`config.mk`:
```
export PLATFORM = sky130hd
export DESIGN_NAME = sclk_divgen
export DESIGN_NICKNAME = d
export VERILOG_FILES = /design/src/rtl/sclk_div_pkg.sv /design/src/rtl/sclk_cfg_hold.sv /design/src/rtl/sclk_half_len.sv /design/src/rtl/sclk_phase_cnt.sv /design/src/rtl/sclk_edge_gen.sv /design/src/rtl/sclk_divgen.sv
export SDC_FILE = /design/constraint.sdc
export NUM_CORES = 1
export LEC_CHECK = 0
export CAP_MARGIN = 40
export CORE_MARGIN = 1
export CORE_UTILIZATION = 52
export CTS_BUF_LIST = sky130_fd_sc_hd__clkbuf_8 sky130_fd_sc_hd__clkbuf_16
export CTS_CLUSTER_DIAMETER = 120
export DETAILED_ROUTE_END_ITERATION = 6
export PLACE_DENSITY = 0.79
export SETUP_SLACK_MARGIN = 0.1
export SLEW_MARGIN = 20
export SYNTH_ARGS = -nofsm -noshare
export SYNTH_HDL_FRONTEND = slang
export SYNTH_SLANG_ARGS = --single-unit
export TNS_END_PERCENT = 100
```
`constraint.sdc`:
```
create_clock -name clk -period 3.2 [get_ports clk]
set_clock_uncertainty 0.15 [all_clocks]
set_input_delay 0.64 -clock clk [delete_from_list [all_inputs] [get_ports clk]]
set_output_delay 0.64 -clock clk [all_outputs]
set_load 0.02 [all_outputs]
```
`src/rtl/sclk_div_pkg.sv`:
```
package sclk_div_pkg;

  typedef enum logic {
    DIV_POW2 = 1'b0,
    DIV_LIN  = 1'b1
  } div_mode_e;

  function automatic int max_int(input int a, input int b);
    return (a > b) ? a : b;
  endfunction

endpackage

```
`src/rtl/sclk_cfg_hold.sv`:
```
module sclk_cfg_hold
  import sclk_div_pkg::*;
#(
  parameter int LIN_W = 8,
  parameter int POW_W = 4
) (
  input  logic             clk,
  input  logic             rst,
  input  logic             xfer_en,
  input  logic             lin_sel,
  input  logic [POW_W-1:0] pow_exp,
  input  logic [LIN_W-1:0] lin_div,
  output div_mode_e        mode_q,
  output logic [POW_W-1:0] pow_q,
  output logic [LIN_W-1:0] lin_q
);

  // Settings follow the inputs only while idle; frozen during a transfer.
  always_ff @(posedge clk) begin
    if (rst) begin
      mode_q <= DIV_POW2;
      pow_q  <= '0;
      lin_q  <= '0;
    end else if (!xfer_en) begin
      mode_q <= lin_sel ? DIV_LIN : DIV_POW2;
      pow_q  <= pow_exp;
      lin_q  <= lin_div;
    end
  end

endmodule

```
`src/rtl/sclk_half_len.sv`:
```
module sclk_half_len
  import sclk_div_pkg::*;
#(
  parameter int LIN_W  = 8,
  parameter int POW_W  = 4,
  parameter int HALF_W = 15
) (
  input  div_mode_e         mode,
  input  logic [POW_W-1:0]  pow_exp,
  input  logic [LIN_W-1:0]  lin_div,
  output logic [HALF_W-1:0] half_len
);

  localparam logic [HALF_W-1:0] ONE = HALF_W'(1);

  logic [HALF_W-1:0] pow_half;
  logic [HALF_W-1:0] lin_half;

  // Ratio 2^n -> half 2^(n-1); n=0 cannot be split, so it runs as ratio 2.
  always_comb begin
    if (pow_exp == '0) pow_half = ONE;
    else               pow_half = ONE << (pow_exp - POW_W'(1));
  end

  // Ratio 2*(n+1) -> half n+1.
  assign lin_half = HALF_W'(lin_div) + ONE;

  assign half_len = (mode == DIV_LIN) ? lin_half : pow_half;

endmodule

```
`src/rtl/sclk_phase_cnt.sv`:
```
module sclk_phase_cnt #(
  parameter int HALF_W = 15
) (
  input  logic              clk,
  input  logic              rst,
  input  logic              run,
  input  logic [HALF_W-1:0] half_len,
  output logic              tick
);

  logic [HALF_W-1:0] cnt;

  assign tick = run && (cnt == half_len - HALF_W'(1));

  always_ff @(posedge clk) begin
    if (rst || !run) cnt <= '0;
    else if (tick)   cnt <= '0;
    else             cnt <= cnt + HALF_W'(1);
  end

endmodule

```
`src/rtl/sclk_edge_gen.sv`:
```
module sclk_edge_gen (
  input  logic clk,
  input  logic rst,
  input  logic run,
  input  logic idle_pol,
  input  logic tick,
  output logic sclk,
  output logic sclk_rise,
  output logic sclk_fall
);

  always_ff @(posedge clk) begin
    if (rst || !run) begin
      sclk      <= idle_pol;
      sclk_rise <= 1'b0;
      sclk_fall <= 1'b0;
    end else if (tick) begin
      sclk      <= ~sclk;
      sclk_rise <= ~sclk;
      sclk_fall <= sclk;
    end else begin
      sclk_rise <= 1'b0;
      sclk_fall <= 1'b0;
    end
  end

endmodule

```
`src/rtl/sclk_divgen.sv`:
```
module sclk_divgen
  import sclk_div_pkg::*;
#(
  parameter int LIN_W = 8,
  parameter int POW_W = 4
) (
  input  logic             clk,
  input  logic             rst,
  input  logic             xfer_en,
  input  logic             lin_sel,
  input  logic [POW_W-1:0] pow_exp,
  input  logic [LIN_W-1:0] lin_div,
  input  logic             idle_pol,
  output logic             sclk,
  output logic             sclk_rise,
  output logic             sclk_fall
);

  localparam int POW_HALF_W = (1 << POW_W) - 1;
  localparam int LIN_HALF_W = LIN_W + 1;
  localparam int HALF_W     = max_int(POW_HALF_W, LIN_HALF_W);

  div_mode_e         mode_q;
  logic [POW_W-1:0]  pow_q;
  logic [LIN_W-1:0]  lin_q;
  logic [HALF_W-1:0] half_len;
  logic              tick;

  sclk_cfg_hold #(.LIN_W(LIN_W), .POW_W(POW_W)) u_cfg (
    .clk     (clk),
    .rst     (rst),
    .xfer_en (xfer_en),
    .lin_sel (lin_sel),
    .pow_exp (pow_exp),
    .lin_div (lin_div),
    .mode_q  (mode_q),
    .pow_q   (pow_q),
    .lin_q   (lin_q)
  );

  sclk_half_len #(.LIN_W(LIN_W), .POW_W(POW_W), .HALF_W(HALF_W)) u_len (
    .mode     (mode_q),
    .pow_exp  (pow_q),
    .lin_div  (lin_q),
    .half_len (half_len)
  );

  sclk_phase_cnt #(.HALF_W(HALF_W)) u_cnt (
    .clk      (clk),
    .rst      (rst),
    .run      (xfer_en),
    .half_len (half_len),
    .tick     (tick)
  );

  sclk_edge_gen u_edge (
    .clk       (clk),
    .rst       (rst),
    .run       (xfer_en),
    .idle_pol  (idle_pol),
    .tick      (tick),
    .sclk      (sclk),
    .sclk_rise (sclk_rise),
    .sclk_fall (sclk_fall)
  );

endmodule

```
==> impl_metrics.xml <==
<?xml version="1.0" encoding="UTF-8"?>
<metrics>
  <group name="power">
    <metric name="share_comb_of_total_power" unit="%">22.0</metric>
    <metric name="internal_power" unit="uW">768</metric>
    <metric name="p_sw" unit="uW">290</metric>
    <metric name="power.share.switching" unit="%">27.4</metric>
    <metric name="power_leakage" unit="nW">1.03</metric>
    <metric name="power_density" unit="mW/mm^2">385</metric>
    <metric name="power_frac_clock" unit="%">38.4</metric>
    <metric name="ir_drop" unit="mV">0.343</metric>
    <metric name="seq_power_share" unit="%">39.5</metric>
  </group>
  <group name="layout">
    <metric name="syn2layout_area_growth" unit="%">28.5</metric>
    <metric name="final.fill_count" unit="">277</metric>
    <metric name="final-seq-area" unit="sq um">643</metric>
    <metric name="final_net_count" unit="">314</metric>
    <metric name="multiInputGateArea" unit="sq mm">0.00151</metric>
    <metric name="antenna_cells_inserted" unit="">0</metric>
    <metric name="non_filler_instances" unit="">343</metric>
    <metric name="post_route_cells_drive_above_1_share" unit="%">23.4</metric>
  </group>
  <group name="worst_setup_path">
    <metric name="crit_arrival" unit="ps">3050</metric>
    <metric name="worst_setup_path_type" unit="">flop to flop</metric>
    <metric name="crit_path_end_kind" unit="">flop</metric>
    <metric name="crit_fanout" unit="">8</metric>
    <metric name="startpoint_type" unit="">flop</metric>
    <metric name="worst-endpoint-required" unit="ps">3060</metric>
  </group>
  <group name="yosys">
    <metric name="synthCells" unit="">260</metric>
    <metric name="synth-simple-area-share" unit="%">28.4</metric>
    <metric name="synth.yosys.warnings" unit="">0</metric>
    <metric name="synth_top_family_by_area" unit="">simple AND/OR/NAND/NOR gates</metric>
    <metric name="synth_area_leader_cell" unit="">dfxtp_1</metric>
    <metric name="yosys-top-cells-area" unit="">dfxtp_1, mux2i_1, xnor2_1, xor2_1, nor2_1</metric>
    <metric name="postSynth.asyncResetShare" unit="%">0</metric>
    <metric name="synth-compound-area-share" unit="%">15.7</metric>
    <metric name="post_synth_fa_ha_maj_area_fraction" unit="%">1.76</metric>
    <metric name="number_of_synthesized_flops_with_an_enable_pin" unit="">1</metric>
    <metric name="syn-num-nets" unit="">280</metric>
    <metric name="synth.yosys.seq_area_share" unit="%">29.5</metric>
    <metric name="post_synth_xor_area_fraction" unit="%">11.1</metric>
    <metric name="synth-main-ff-cell" unit="">dfxtp_1</metric>
    <metric name="synth.avg_cell_area" unit="sq um">8.22</metric>
    <metric name="synth.mux.area_fraction" unit="%">8.54</metric>
    <metric name="synthDominantCellAreaShare" unit="%">28.1</metric>
    <metric name="syn-cell-area" unit="sq mm">0.00214</metric>
    <metric name="ys_ff_latch" unit="">31</metric>
    <metric name="synth_cell_type_count" unit="">57</metric>
  </group>
  <group name="run">
    <metric name="drv_cap" unit="">0</metric>
  </group>
  <group name="detailed_routing">
    <metric name="drtIter0Drc" unit="">206</metric>
    <metric name="vias_per_cell" unit="">6.10</metric>
    <metric name="drc" unit="">0</metric>
    <metric name="drtPass1Iterations" unit="">5</metric>
    <metric name="wl_per_cell" unit="um">16.3</metric>
    <metric name="dr_total_vias" unit="">2091</metric>
    <metric name="postRouteWirelength" unit="um">5580</metric>
    <metric name="ant_nets" unit="">0</metric>
  </group>
  <group name="timing">
    <metric name="timing_max_transition_violations_final" unit="">0</metric>
    <metric name="worst_slew_pin_slew" unit="ps">565</metric>
    <metric name="timing.final.crit_period" unit="ps">3180</metric>
    <metric name="post-route-period-util" unit="%">99.4</metric>
    <metric name="hold_viol" unit="">0</metric>
    <metric name="finalSetupTns" unit="ps">0</metric>
    <metric name="number_of_failing_setup_endpoints_in_the_final_timing_report" unit="">0</metric>
    <metric name="clock.fmax" unit="MHz">314</metric>
    <metric name="slew-limit-headroom" unit="%">62.3</metric>
    <metric name="rsz0062_at_grt" unit="">yes</metric>
  </group>
  <group name="cts">
    <metric name="clk-insertion-delay-late" unit="ps">290</metric>
    <metric name="cts_sinks" unit="">31</metric>
    <metric name="clk_path_buf_depth" unit="">2</metric>
    <metric name="clk_root_buffer_cell" unit="">clkbuf_8</metric>
    <metric name="h_tree_lvl_count" unit="">2</metric>
    <metric name="cts_tree" unit="">done</metric>
    <metric name="cts_inserted_buffers" unit="">5</metric>
    <metric name="worst_setup_hold_path_clk_slew" unit="ps">70</metric>
  </group>
  <group name="die">
    <metric name="row_count" unit="">22</metric>
    <metric name="design.die.area" unit="sq mm">0.00437</metric>
    <metric name="io_pins" unit="">20</metric>
    <metric name="die_width" unit="um">66.1</metric>
    <metric name="chipHeight" unit="um">66.1</metric>
    <metric name="fp.coreArea" unit="sq mm">0.00380</metric>
    <metric name="initial_standard_cell_utilization_of_the_core" unit="%">56.3</metric>
  </group>
  <group name="global_route">
    <metric name="grt_pass1_wl" unit="um">8320</metric>
    <metric name="grt_pass1_vias" unit="">1845</metric>
    <metric name="grt.total_usage" unit="%">25.5</metric>
    <metric name="grt_antenna_before_repair" unit="">0</metric>
    <metric name="grt_remaining_overflow" unit="">0</metric>
    <metric name="maximum_number_of_pins_on_one_net_before_global_route_repair" unit="">18</metric>
  </group>
  <group name="placement">
    <metric name="place.port_buffers" unit="">19</metric>
    <metric name="gp_routability_congestion" unit="">0.850</metric>
    <metric name="place.detailed.instances" unit="">325</metric>
    <metric name="detailed_place_hpwl" unit="um">3640</metric>
  </group>
  <group name="min_path">
    <metric name="hold_class" unit="">flop to flop</metric>
  </group>
  <group name="outcome">
    <metric name="run_status" unit="">completed</metric>
  </group>
</metrics>
through the flow:
step | hold slack (ps) | cell area (sq um) | power, mW | util (%) | worst slack [ps]
2_1_floorplan | 339 | 2140 | 0.559 | - | 101
3_3_place_gp | 335 | 2430 | 0.614 | 63.9 | 60.3
3_5_place_dp | 349 | 2430 | 0.618 | 63.9 | -22.8
4_1_cts | 355 | 2560 | 1.03 | 67.5 | 101
5_1_grt | 381 | 2750 | 1.10 | 72.3 | -45.0
6_report | 356 | 2750 | 1.06 | 72.3 | 17.8
registers in the layout, indices dropped and copies added (netlist names):
signal	count
u_edge.sclk_fall	1
u_edge.sclk	1
u_cnt.cnt	15
u_edge.sclk_rise	1
u_cfg.mode_q	1
u_cfg.pow_q	4
u_cfg.lin_q	8
cell families after synthesis:
family	Yosys count
and+or+nand+nor	114
AOI/OAI and AO/OA	44
DFF	31
xor gates and xnor gates	27
buffers and inverters	23
muxes	18
adders and majority gates	3
worst max-delay path: stages (launching register included):
cell,delay [ps]
dfxtp_4,380
ha_4,170
xor2_1,160
o31ai_1,340
nand3_2,270
a2111oi_1,530
xnor2_1,180
nand3_1,140
a2111oi_4,370
nand2b_4,210
power groups by stage:
| stage | clock (mW) | combinational (mW) | sequential [mW] |
|---|---|---|---|
| after CTS | 0.413 | 0.198 | 0.417 |
| final | 0.407 | 0.233 | 0.418 |
| after global routing | 0.426 | 0.253 | 0.421 |
| after detailed placement | 0 | 0.193 | 0.425 |
| after floorplan | 0 | 0.139 | 0.420 |
| after global placement | 0 | 0.190 | 0.424 |
synthesized netlist by cell type, types with 2 or more instances:
| cell type | instances |
|---|---|
| dfxtp_1 | 30 |
| nor2_1 | 27 |
| nor3_1 | 20 |
| mux2i_1 | 16 |
| nand2_1 | 15 |
| xnor2_1 | 14 |
| nand3_1 | 13 |
| xor2_1 | 13 |
| a21oi_1 | 10 |
| clkbuf_1 | 8 |
| and3_1 | 7 |
| o21ai_0 | 7 |
| nand4_1 | 6 |
| nand2b_1 | 5 |
| o211ai_1 | 5 |
| buf_2 | 4 |
| inv_1 | 4 |
| clkbuf_2 | 3 |
| ha_1 | 3 |
| nor2b_1 | 3 |
| a2111oi_0 | 2 |
| a32o_1 | 2 |
| buf_1 | 2 |
| mux2_2 | 2 |
| nand3_2 | 2 |
| nand3b_1 | 2 |
| nor4_1 | 2 |
| o2111ai_1 | 2 |
| o22ai_1 | 2 |
| o31ai_1 | 2 |
per-layer routing:
metal	GRT usage, %	vias to the layer above	wire [um]
met5	0	-	0
met4	13.0	0	117
met3	6.55	15	292
met2	40.4	79	2710
met1	31.7	991	2460
li1	-	1006	-
timing repair:
item	CTS	global route
setup buffers	0	9
pin swaps	0	10
setup endpoints to repair	18	18
resized for setup	7	25
hold buffers	0	0
cloned	0	1
final cells by class:
cell class,count,share of cell area [%]
multi-input cells,206,55.1
flip-flops and latches,31,23.4
repair buffers,46,14.5
clock buffers,6,3.01
well taps,48,2.19
clock inverters,2,1.28
inverters,4,0.546
worst paths after layout:
kind	from	endpoint	slack [ps]	cells after the start
max reg2reg	u_cfg.lin_q[1]	u_edge.sclk	20	9
max	u_cfg.lin_q[1]	u_edge.sclk	20	9
min	u_edge.sclk	u_edge.sclk_rise	360	1
min reg2reg	u_edge.sclk	u_edge.sclk_rise	360	1
cell usage in the layout, fill, tap and decap left out, drive strengths merged, types with 6 or more instances in the layout:
cell / count
nand3: 15
clkbuf: 6
a21oi: 10
o21ai: 7
clkdlybuf4s50: 19
nand4: 6
and3: 7
xnor2: 14
xor2: 13
dfxtp: 30
nor3: 20
buf: 27
nand2: 15
mux2i: 16
nor2: 27
Power figures use the tool's default switching activity.
